File: src/rtl/cu_pkg.sv
package cu_pkg;

    typedef enum logic [1:0] {
        PH_FETCH = 2'b00,
        PH_INDIR = 2'b01,
        PH_EXEC  = 2'b10,
        PH_INTR  = 2'b11
    } phase_e;

    typedef struct packed {
        logic pc_to_mar;
        logic ir_to_mar;
        logic vec_to_mar;
        logic mem_to_mbr;
        logic pc_to_mbr;
        logic ac_to_mbr;
        logic mbr_to_ir;
        logic mbr_adr_to_ir;
        logic mbr_to_ac;
        logic pc_inc;
        logic vec_to_pc;
        logic mem_rd;
        logic mem_wr;
        logic ien_clr;
    } xfer_t;

endpackage

File: src/rtl/cu_xfer_decode.sv
module cu_xfer_decode
    import cu_pkg::*;
#(
    parameter int                OP_W     = 4,
    parameter int                STEP_W   = 2,
    parameter logic [OP_W-1:0]   OP_LOAD  = 1,
    parameter logic [OP_W-1:0]   OP_STORE = 2
) (
    input  phase_e              phase,
    input  logic [STEP_W-1:0]   step,
    input  logic [OP_W-1:0]     op,
    input  logic                mem_rdy,
    output xfer_t               xfer,
    output logic                adv,
    output logic                last
);

    localparam logic [STEP_W-1:0] T1 = STEP_W'(0);
    localparam logic [STEP_W-1:0] T2 = STEP_W'(1);

    logic mem_step;

    always_comb begin
        xfer     = '0;
        mem_step = 1'b0;
        last     = 1'b0;
        unique case (phase)
            PH_FETCH: begin
                case (step)
                    T1: xfer.pc_to_mar = 1'b1;
                    T2: begin
                        xfer.mem_rd = 1'b1;
                        mem_step    = 1'b1;
                        if (mem_rdy) begin
                            xfer.mem_to_mbr = 1'b1;
                            xfer.pc_inc     = 1'b1;
                        end
                    end
                    default: begin
                        xfer.mbr_to_ir = 1'b1;
                        last           = 1'b1;
                    end
                endcase
            end
            PH_INDIR: begin
                case (step)
                    T1: xfer.ir_to_mar = 1'b1;
                    T2: begin
                        xfer.mem_rd     = 1'b1;
                        mem_step        = 1'b1;
                        xfer.mem_to_mbr = mem_rdy;
                    end
                    default: begin
                        xfer.mbr_adr_to_ir = 1'b1;
                        last               = 1'b1;
                    end
                endcase
            end
            PH_EXEC: begin
                if (op == OP_LOAD) begin
                    case (step)
                        T1: xfer.ir_to_mar = 1'b1;
                        T2: begin
                            xfer.mem_rd     = 1'b1;
                            mem_step        = 1'b1;
                            xfer.mem_to_mbr = mem_rdy;
                        end
                        default: begin
                            xfer.mbr_to_ac = 1'b1;
                            last           = 1'b1;
                        end
                    endcase
                end else if (op == OP_STORE) begin
                    case (step)
                        T1: begin
                            xfer.ir_to_mar = 1'b1;
                            xfer.ac_to_mbr = 1'b1;
                        end
                        default: begin
                            xfer.mem_wr = 1'b1;
                            mem_step    = 1'b1;
                            last        = 1'b1;
                        end
                    endcase
                end else begin
                    last = 1'b1;
                end
            end
            default: begin
                case (step)
                    T1: begin
                        xfer.vec_to_mar = 1'b1;
                        xfer.pc_to_mbr  = 1'b1;
                    end
                    default: begin
                        xfer.mem_wr = 1'b1;
                        mem_step    = 1'b1;
                        last        = 1'b1;
                        if (mem_rdy) begin
                            xfer.vec_to_pc = 1'b1;
                            xfer.ien_clr   = 1'b1;
                        end
                    end
                endcase
            end
        endcase
        adv = !(mem_step && !mem_rdy);
    end

endmodule

File: src/rtl/cu_phase_ctl.sv
module cu_phase_ctl
    import cu_pkg::*;
#(
    parameter int STEP_W = 2
) (
    input  logic                clk,
    input  logic                rst_n,
    input  logic                adv,
    input  logic                last,
    input  logic                ir_ind,
    input  logic                irq,
    input  logic                int_en,
    output phase_e              phase,
    output logic [STEP_W-1:0]   step
);

    localparam logic [STEP_W-1:0] T_MAX = STEP_W'(2);

    typedef struct packed {
        phase_e            phase;
        logic [STEP_W-1:0] step;
    } seq_t;

    seq_t seq_d, seq_q;

    always_comb begin
        seq_d = seq_q;
        if (adv) begin
            if (last) begin
                seq_d.step = '0;
                unique case (seq_q.phase)
                    PH_FETCH: seq_d.phase = ir_ind ? PH_INDIR : PH_EXEC;
                    PH_INDIR: seq_d.phase = PH_EXEC;
                    PH_EXEC:  seq_d.phase = (irq && int_en) ? PH_INTR : PH_FETCH;
                    default:  seq_d.phase = PH_FETCH;
                endcase
            end else begin
                seq_d.step = seq_q.step + STEP_W'(1);
            end
        end
    end

    always_ff @(posedge clk) begin
        if (!rst_n) begin
            seq_q <= '{phase: PH_FETCH, step: '0};
        end else begin
            seq_q <= seq_d;
        end
    end

    assign phase = seq_q.phase;
    assign step  = seq_q.step;

    // a stalled memory step keeps both phase and step
    assert_wait_holds_R3: assert property (@(posedge clk) disable iff (!rst_n)
        !adv |=> $stable(seq_q));

    // no phase ever runs past its third step
    assert_step_bound_R2: assert property (@(posedge clk) disable iff (!rst_n)
        seq_q.step <= T_MAX);

    // execute hands over to interrupt only with a pending, enabled request
    assert_intr_entry_R8: assert property (@(posedge clk) disable iff (!rst_n)
        (seq_q.phase != PH_INTR) ##1 (seq_q.phase == PH_INTR) |->
            $past(seq_q.phase == PH_EXEC && irq && int_en));

endmodule

File: src/rtl/cu_phase_seq.sv
module cu_phase_seq
    import cu_pkg::*;
#(
    parameter int              OP_W     = 4,
    parameter int              STEP_W   = 2,
    parameter logic [OP_W-1:0] OP_LOAD  = 1,
    parameter logic [OP_W-1:0] OP_STORE = 2
) (
    input  logic              clk,
    input  logic              rst_n,
    input  logic              ir_ind,
    input  logic [OP_W-1:0]   ir_op,
    input  logic              irq,
    input  logic              int_en,
    input  logic              mem_rdy,
    output logic              pc_to_mar,
    output logic              ir_to_mar,
    output logic              vec_to_mar,
    output logic              mem_to_mbr,
    output logic              pc_to_mbr,
    output logic              ac_to_mbr,
    output logic              mbr_to_ir,
    output logic              mbr_adr_to_ir,
    output logic              mbr_to_ac,
    output logic              pc_inc,
    output logic              vec_to_pc,
    output logic              mem_rd,
    output logic              mem_wr,
    output logic              ien_clr,
    output logic [1:0]        phase,
    output logic [STEP_W-1:0] step
);

    phase_e            ph_w;
    logic [STEP_W-1:0] st_w;
    xfer_t             xf;
    logic              adv_w;
    logic              last_w;

    cu_phase_ctl #(.STEP_W(STEP_W)) u_ctl (
        .clk    (clk),
        .rst_n  (rst_n),
        .adv    (adv_w),
        .last   (last_w),
        .ir_ind (ir_ind),
        .irq    (irq),
        .int_en (int_en),
        .phase  (ph_w),
        .step   (st_w)
    );

    cu_xfer_decode #(
        .OP_W     (OP_W),
        .STEP_W   (STEP_W),
        .OP_LOAD  (OP_LOAD),
        .OP_STORE (OP_STORE)
    ) u_dec (
        .phase   (ph_w),
        .step    (st_w),
        .op      (ir_op),
        .mem_rdy (mem_rdy),
        .xfer    (xf),
        .adv     (adv_w),
        .last    (last_w)
    );

    assign pc_to_mar     = xf.pc_to_mar;
    assign ir_to_mar     = xf.ir_to_mar;
    assign vec_to_mar    = xf.vec_to_mar;
    assign mem_to_mbr    = xf.mem_to_mbr;
    assign pc_to_mbr     = xf.pc_to_mbr;
    assign ac_to_mbr     = xf.ac_to_mbr;
    assign mbr_to_ir     = xf.mbr_to_ir;
    assign mbr_adr_to_ir = xf.mbr_adr_to_ir;
    assign mbr_to_ac     = xf.mbr_to_ac;
    assign pc_inc        = xf.pc_inc;
    assign vec_to_pc     = xf.vec_to_pc;
    assign mem_rd        = xf.mem_rd;
    assign mem_wr        = xf.mem_wr;
    assign ien_clr       = xf.ien_clr;
    assign phase         = ph_w;
    assign step          = st_w;

    // first cycle out of reset is fetch step 0
    assert_reset_fetch_R1: assert property (@(posedge clk) disable iff (!rst_n)
        $rose(rst_n) |-> (phase == 2'b00 && step == '0));

    // single source for MAR and for MBR
    assert_mar_one_src_R10: assert property (@(posedge clk) disable iff (!rst_n)
        $onehot0({pc_to_mar, ir_to_mar, vec_to_mar}));
    assert_mbr_one_src_R10: assert property (@(posedge clk) disable iff (!rst_n)
        $onehot0({mem_to_mbr, pc_to_mbr, ac_to_mbr}));

    // a register is never read and written in the same step
    assert_pc_no_conflict_R10: assert property (@(posedge clk) disable iff (!rst_n)
        pc_to_mbr |-> !(pc_inc || vec_to_pc));
    assert_mbr_no_conflict_R10: assert property (@(posedge clk) disable iff (!rst_n)
        (mem_to_mbr || pc_to_mbr || ac_to_mbr) |-> !(mbr_to_ir || mbr_adr_to_ir || mbr_to_ac));
    assert_rd_wr_excl_R10: assert property (@(posedge clk) disable iff (!rst_n)
        !(mem_rd && mem_wr));

    // a memory access starts only right after a MAR load
    assert_rd_after_mar_R11: assert property (@(posedge clk) disable iff (!rst_n)
        $rose(mem_rd) |-> $past(pc_to_mar || ir_to_mar || vec_to_mar));
    assert_wr_after_mar_R11: assert property (@(posedge clk) disable iff (!rst_n)
        $rose(mem_wr) |-> $past(pc_to_mar || ir_to_mar || vec_to_mar));

    // the PC increment rides on the completing fetch read
    assert_inc_with_read_R2: assert property (@(posedge clk) disable iff (!rst_n)
        pc_inc |-> (mem_to_mbr && mem_rd && phase == 2'b00));

    // enable is cleared only by the completing interrupt save
    assert_ien_clr_in_intr_R9: assert property (@(posedge clk) disable iff (!rst_n)
        ien_clr |-> (phase == 2'b11 && mem_wr && mem_rdy && vec_to_pc));

endmodule

File: config.mk
export PLATFORM = sky130hd
export DESIGN_NAME = cu_phase_seq
export DESIGN_NICKNAME = d
export VERILOG_FILES = /design/src/rtl/cu_pkg.sv /design/src/rtl/cu_xfer_decode.sv /design/src/rtl/cu_phase_ctl.sv /design/src/rtl/cu_phase_seq.sv
export SDC_FILE = /design/constraint.sdc
export NUM_CORES = 1
export LEC_CHECK = 0
export ABC_AREA = 1
export BUFFER_PORTS_ARGS = -buffer_cell sky130_fd_sc_hd__buf_2
export CAP_MARGIN = 20
export CORE_AREA = 2 2 39 41
export CTS_CLUSTER_SIZE = 25
export DETAILED_ROUTE_END_ITERATION = 16
export DIE_AREA = 0 0 41 43
export PLACE_DENSITY = 0.71
export RECOVER_POWER = 50
export SKIP_CTS_REPAIR_TIMING = 1
export SLEW_MARGIN = 40
export SYNTH_ARGS = -nofsm -noshare
export SYNTH_HDL_FRONTEND = slang
export SYNTH_SLANG_ARGS = --single-unit
File: constraint.sdc
create_clock -name clk -period 1.8 [get_ports clk]
set_input_delay 0.09 -clock clk [delete_from_list [all_inputs] [get_ports clk]]
set_output_delay 0.09 -clock clk [all_outputs]
set_load 0.02 [all_outputs]
# ---- Word-level counts from Yosys, hierarchy flattened
# Index checks and enable logic that the tools add are counted.
dict set report word_totals {
  ram_bits 0
  latch_bits 0
  register_bits 4
  romBits 0
  output_inout_bits 18
  n_memories 0
  elab_cells 57
  inputBits 10
}
dict set report op_classes {
  mux 39
  n_reduce_logical 9
  n_mul 0
  n_bitwise 1
  order_cmp 0
  n_shift 0
  n_addsub 1
  eq_ne 5
  div_mod_pow 0
}
# cell n
set ops {}
lappend ops {{$mux W1} 28}
lappend ops {{$pmux W1 S2} 5}
lappend ops {{$mux W2} 4}
lappend ops {{$pmux W2 S3} 1}
lappend ops {{$eq A2 B1 Y1 const B} 2}
lappend ops {{$eq A4 B1 Y1 const B} 1}
lappend ops {{$eq A4 B2 Y1 const B} 1}
lappend ops {{$logic_not A2 Y1} 2}
lappend ops {{$reduce_or A2 Y1} 2}
lappend ops {{$pmux W1 S3} 1}
lappend ops {{$reduce_or A3 Y1} 1}
lappend ops {{$add A2 B1 Y2 const B} 1}
lappend ops {{$eq A2 B2 Y1 const B} 1}
lappend ops {{$logic_and A1 B1 Y1} 2}
lappend ops {{$reduce_and A2 Y1} 1}
lappend ops {{$logic_not A1 Y1} 1}
lappend ops {{$not A1 Y1} 1}

# ---- Logic depth before layout (Yosys ltp)
dict set report depth {
  ltp_word 8
  mapped_depth 12
  mapped_depth_nobuf 12
}

# ---- By module
# A second synthesis with hierarchy kept.
dict set report hier_totals {
  cells_unflattened 84
  hier_area_um2 480.5
}
# mod cells_per_inst seq_area_each_um2 n_inst area_each_um2
set by_module_without_submodules {}
lappend by_module_without_submodules {cu_xfer_decode 53 0.0 1 285.3}
lappend by_module_without_submodules {cu_phase_ctl 31 80.1 1 195.2}

# ---- Worst setup path before layout
# OpenSTA, ideal clock, no wires.
dict set report synth_path {
  kind {reg2reg}
  startpoint {register u_ctl.seq_q (netlist bit u_ctl.step[0])}
  endpoint {register u_ctl.seq_q (netlist bit u_ctl.phase[0])}
  n_path_buf 0
  path_slack_ps 220
  period_less_slack_ps 1580
  setup_ps 115
  stages_incl_launch_ff 11
  t_arrival_ps 1465
  path_cell_list {dfxtp_1 -> inv_1 -> ha_1 -> inv_2 -> nand2_2 -> nand3_1 -> nand3_1 -> a21oi_2 -> nand3_1 -> nand2_1 -> nor2_1}
}
dict set report synth_via {
  elab_chain_len 8
  word_cells_on_any_way 15
  classes_between {1 x eq/ne; 9 x mux; 1 x bitwise; 4 x reduce/logical}
}
# item line_no
set synth_rtl {}
lappend synth_rtl {{start, declared} cu_phase_ctl.sv:24} ;# seq_t seq_d, seq_q;
lappend synth_rtl {{start signal, assigned} cu_phase_ctl.sv:45} ;# seq_q <= '{phase: PH_FETCH, step: '0};
lappend synth_rtl {{start signal, assigned} cu_phase_ctl.sv:47} ;# seq_q <= seq_d;
lappend synth_rtl {{$logic_not A2 Y1} --}
lappend synth_rtl {{$mux W1} {cu_xfer_decode.sv:74, cu_xfer_decode.sv:90}}
lappend synth_rtl {{$mux W1} cu_xfer_decode.sv:73} ;# end else if (op == OP_STORE) begin
lappend synth_rtl {{$mux W1} cu_xfer_decode.sv:60} ;# if (op == OP_LOAD) begin
lappend synth_rtl {{$pmux W1 S2} cu_xfer_decode.sv:27} ;# unique case (phase)
lappend synth_rtl {{$logic_and A1 B1 Y1} cu_xfer_decode.sv:107} ;# adv = !(mem_step && !mem_rdy);
lappend synth_rtl {{$not A1 Y1 (no source line)} --}
lappend synth_rtl {{$reduce_and A2 Y1 (no source line) *} --}
# Every way passes the cells marked *; elsewhere a longest branch is shown, timed or not.
# A chain may end at the register's enable or synchronous reset.

# ---- Worst setup path after layout
dict set report layout_path {
  startpoint {register u_ctl.seq_q (netlist bit u_ctl.step[0])}
  endpoint {register u_ctl.seq_q (netlist bit u_ctl.phase[1])}
}
# Same word-level chain as after synthesis.

==> reports/results.env <==
CELLLEAKAGEPOWER_nW=0.380
CP.DEPTH=10
CP-START-KIND='flop'
WORSTHOLDPATHTYPE='in -> reg'
CRIT_FAMILY='simple AND/OR/NAND/NOR gates'
CRIT_TYPE='reg -> reg'
STARTING_DENSITY_OF_THE_CORE_PCT=37.7
MAXIMUM_CELL_STAGE_DELAY_ALONG_THE_CRITICAL_PATH_NS=0.36
AREA_GROWTH_SYN_TO_LAYOUT_PCT=29.0
DIE_HEIGHT_UM=43
LAYOUT.AREA.SEQ_UM2=80.1
HOLD_PATH_CELL_CNT=3
DP.FINAL_HPWL_UM=1030
RR_ENDPOINT='u_ctl.phase[1]$_SDFFE_PN0P_'
GRT_PASS1_VIAS=489
NUM-NETS-FINAL=131
REGTOREGSTARTPOINT='u_ctl.step[0]$_SDFFE_PN0N_'
AVGSYNTHCELLAREA_UM2=6.14
FLOORPLAN.CORE_AREA_UM2=1380
CRITPATHBUFINV=2
YS_TYPES=20
CTS.REPORTEDPATHS.CLKPINSLEW_NS=0.04
GRT_OVERFLOW=0
IO_BUFFER_COUNT=27
DRT_ITER0_MARKERS=8
CRIT_CHAIN='inv_1, ha_1, inv_2, nand2_2, nand3_1, nand3_1, a21oi_2, nand3_1, nand2_1, nor2_1'
WORST_SLEW_PIN_SLEW_NS=0.258
NUM_VIAS=590
CLOCK.FMAX_MHz=601
FILLER_CELL_COUNT=151
SYNTHCELLS=85
START_POINT_OF_THE_WORST_HOLD_PATH='rst_n'
HOLD-WORST-SLACK_NS=0.115
DIE_X_UM=41
WORSTPATHARRIVAL_NS=1.79
GPL.FINAL_WEIGHTED_CONGESTION=0.739
POST-ROUTE-MIN-PERIOD_NS=1.66
SYNTH.CELL_AREA_UM2=522
GRT_MAX_DEGREE=8
CRITICAL_PATH.STARTPOINT='u_ctl.step[0]$_SDFFE_PN0N_'
GRT_ANTENNA_BEFORE_REPAIR=0
REQUIRED_NS=1.92
SHARE_OF_THE_CYCLE_NEEDED_BY_THE_CRITICAL_PATH_AFTER_ROUTING_PCT=92.5
ROUTED_WIRE_LENGTH_PER_INSTANCE_UM=9.39
MAXCAPVIOLCOUNT=0
SYNTH.YOSYS.WARNINGS=0
CTS_SINKS=4
GRT_PASS1_WL_UM=1860
FINAL-HOLD-VIOLATION-COUNT=0
CRITICAL_PATH.MOST_COMMON_CELL='sky130_fd_sc_hd__nand3_1'
FIRST_PASS_ITERS=4
DRC=0
POWERDENSITY_nW_PER_UM2=1960
WORST_HOLD_PATH.ENDPOINT='u_ctl.phase[0]$_SDFFE_PN0P_'
SLEW_VIOL_FINAL=0
UTILIZATION_PCT=48.6
R2R_SLACK_NS=0.14
FINAL.SETUP.TNS_NS=0
MOSTFREQUENTLAYOUTCELL='sky130_fd_sc_hd__buf_2'
MOST-COMMON-LAYOUT-CELLS='sky130_fd_sc_hd__buf_2 (18), sky130_fd_sc_hd__nand2_1 (15), sky130_fd_sc_hd__nor2_1 (12)'
MULTI_INPUT_COMB_AREA_UM2=367
STD_CELL_ROWS=14
SETUP_REPAIR_AFTER_GLOBAL_ROUTING_MISSED_ITS_MARGIN='no'
CTS.PATH.MAX_BUFFERS=2
CLOCK_INSERTION_DELAY_WORST_SKEW_NS=0.24
IOS=28
POST_SYNTH_TOP_FLOP='sky130_fd_sc_hd__dfxtp_1'
CLOCK_TREE.ROOT_CELL='sky130_fd_sc_hd__clkbuf_4'
SYNTH_FP_NETS=101
TRACK_USAGE_PCT=15.1
CTS_BUFFERS=3
YOSYS_REGISTER_BITS=4
END_KIND='flop'
FINALWIRELENGTH_UM=1210
R2R_CELLS=10
CPMAXSTAGEDELAYCELL='sky130_fd_sc_hd__dfxtp_1'
VIA_PER_INST=4.57
HTREE_LEVELS=1
TRITONCTS_CLOCK_TREE='done'
DRTANTENNAVIOLNETS=0
SYNTH.YOSYS.SEQ_AREA_SHARE_PCT=15.3
PEAK_SUPPLY_DROP_mV=0.852
SHARE_OF_POST_ROUTE_CELLS_WITH_DRIVE_STRENGTH_ABOVE_1_PCT=32.7
REPORT.FINAL.SETUP_VIOL=0
REL_SLEW_SLACK_PCT=82.9
SYNTH-ASYNC-RESET-RATIO_PCT=0
ANTENNA-DIODE-COUNT=0
SYNTH-EDFF-COUNT=0
CRITICAL_PATH_FANOUT_MAX=5
OUTCOME='finished, final reports clean'
FINCLKSKEW_NS=0.00549
DIE_AREA_UM2=1760
worst register-to-register path, stage by stage (launching register included):
cell	delay, ns
sky130_fd_sc_hd__dfxtp_1	0.36
sky130_fd_sc_hd__inv_1	0.08
sky130_fd_sc_hd__ha_1	0.29
sky130_fd_sc_hd__inv_2	0.11
sky130_fd_sc_hd__nand2_2	0.08
sky130_fd_sc_hd__nand3_1	0.09
sky130_fd_sc_hd__nand3_1	0.11
sky130_fd_sc_hd__a21oi_2	0.23
sky130_fd_sc_hd__nand3_1	0.10
sky130_fd_sc_hd__nand2_1	0.07
sky130_fd_sc_hd__nor2_1	0.04
cell families (layout without fill, tap and decap cells):
family / after synthesis / count (layout) / synth area share [%]
buffers and inverters: 18 / 46 / 14.4
AO/OA/AOI/OAI: 10 / 10 / 11.3
AND/OR/NAND/NOR: 47 / 47 / 44.6
adder cells (fa/ha/maj): 6 / 6 / 14.4
flip-flops: 4 / 4 / 15.3
state kept, by name, indices dropped and copies added, names as in the netlist:
register / cells
u_ctl.phase: 2
u_ctl.step: 2
final cells by class:
class	count	area share, %
Clock buffer	3	3.35
Inverter	16	8.92
Multi-Input combinational cell	63	54.5
Sequential cell	4	11.9
Tap cell	16	2.97
Timing Repair Buffer	27	18.4
layer usage:
metal	share of wire [%]	GRT usage (%)	vias up	wire length [um]
li1	-	-	321	-
met1	43	17.7	249	525
met2	49	25.0	18	596
met3	6.0	1.57	2	73
met4	1.2	8.00	0	15
met5	0	0	-	0
where the power goes:
group	leakage, nW	internal, mW	total, mW	switching [mW]
logic	0.333	0.336	1.03	0.690
registers	0.0331	0.136	0.182	0.0451
clock network	0.0138	0.0746	0.112	0.0377
synthesized netlist by cell type (2+ instances only):
library cell	count	area share (%)
sky130_fd_sc_hd__o21ai_0	2	1.9
sky130_fd_sc_hd__inv_2	5	3.6
sky130_fd_sc_hd__nor3_1	2	1.9
sky130_fd_sc_hd__nand3_1	8	7.7
sky130_fd_sc_hd__ha_1	6	14
sky130_fd_sc_hd__nand2_1	15	11
sky130_fd_sc_hd__inv_1	11	7.9
sky130_fd_sc_hd__nor2_2	4	4.8
sky130_fd_sc_hd__nand2_4	2	4.3
sky130_fd_sc_hd__nand2_2	2	2.4
sky130_fd_sc_hd__a21oi_1	4	3.8
sky130_fd_sc_hd__buf_4	2	2.9
sky130_fd_sc_hd__dfxtp_1	4	15
sky130_fd_sc_hd__nor2_1	12	8.6
worst max path at each step:
stage | endpoint
after global placement | u_ctl.phase[1]$_SDFFE_PN0P_
after detailed placement | u_ctl.phase[1]$_SDFFE_PN0P_
after global routing | u_ctl.phase[1]$_SDFFE_PN0P_
final | u_ctl.phase[1]$_SDFFE_PN0P_
after CTS | ir_to_mar
after floorplan | u_ctl.phase[0]$_SDFFE_PN0P_
metrics by stage:
step / cell area (um2) / power (mW) / setup WS [ns] / instances
2_1_floorplan: 522 / 0.975 / 0.220 / 85
6_report: 673 / 1.32 / 0.135 / 129
4_1_cts: 684 / 1.35 / 0.166 / 129
3_5_place_dp: 662 / 1.23 / 0.186 / 126
5_1_grt: 673 / 1.45 / 0.00506 / 129
3_3_place_gp: 662 / 1.22 / 0.198 / 126
Note: power is estimated with default switching activity, not from simulation.
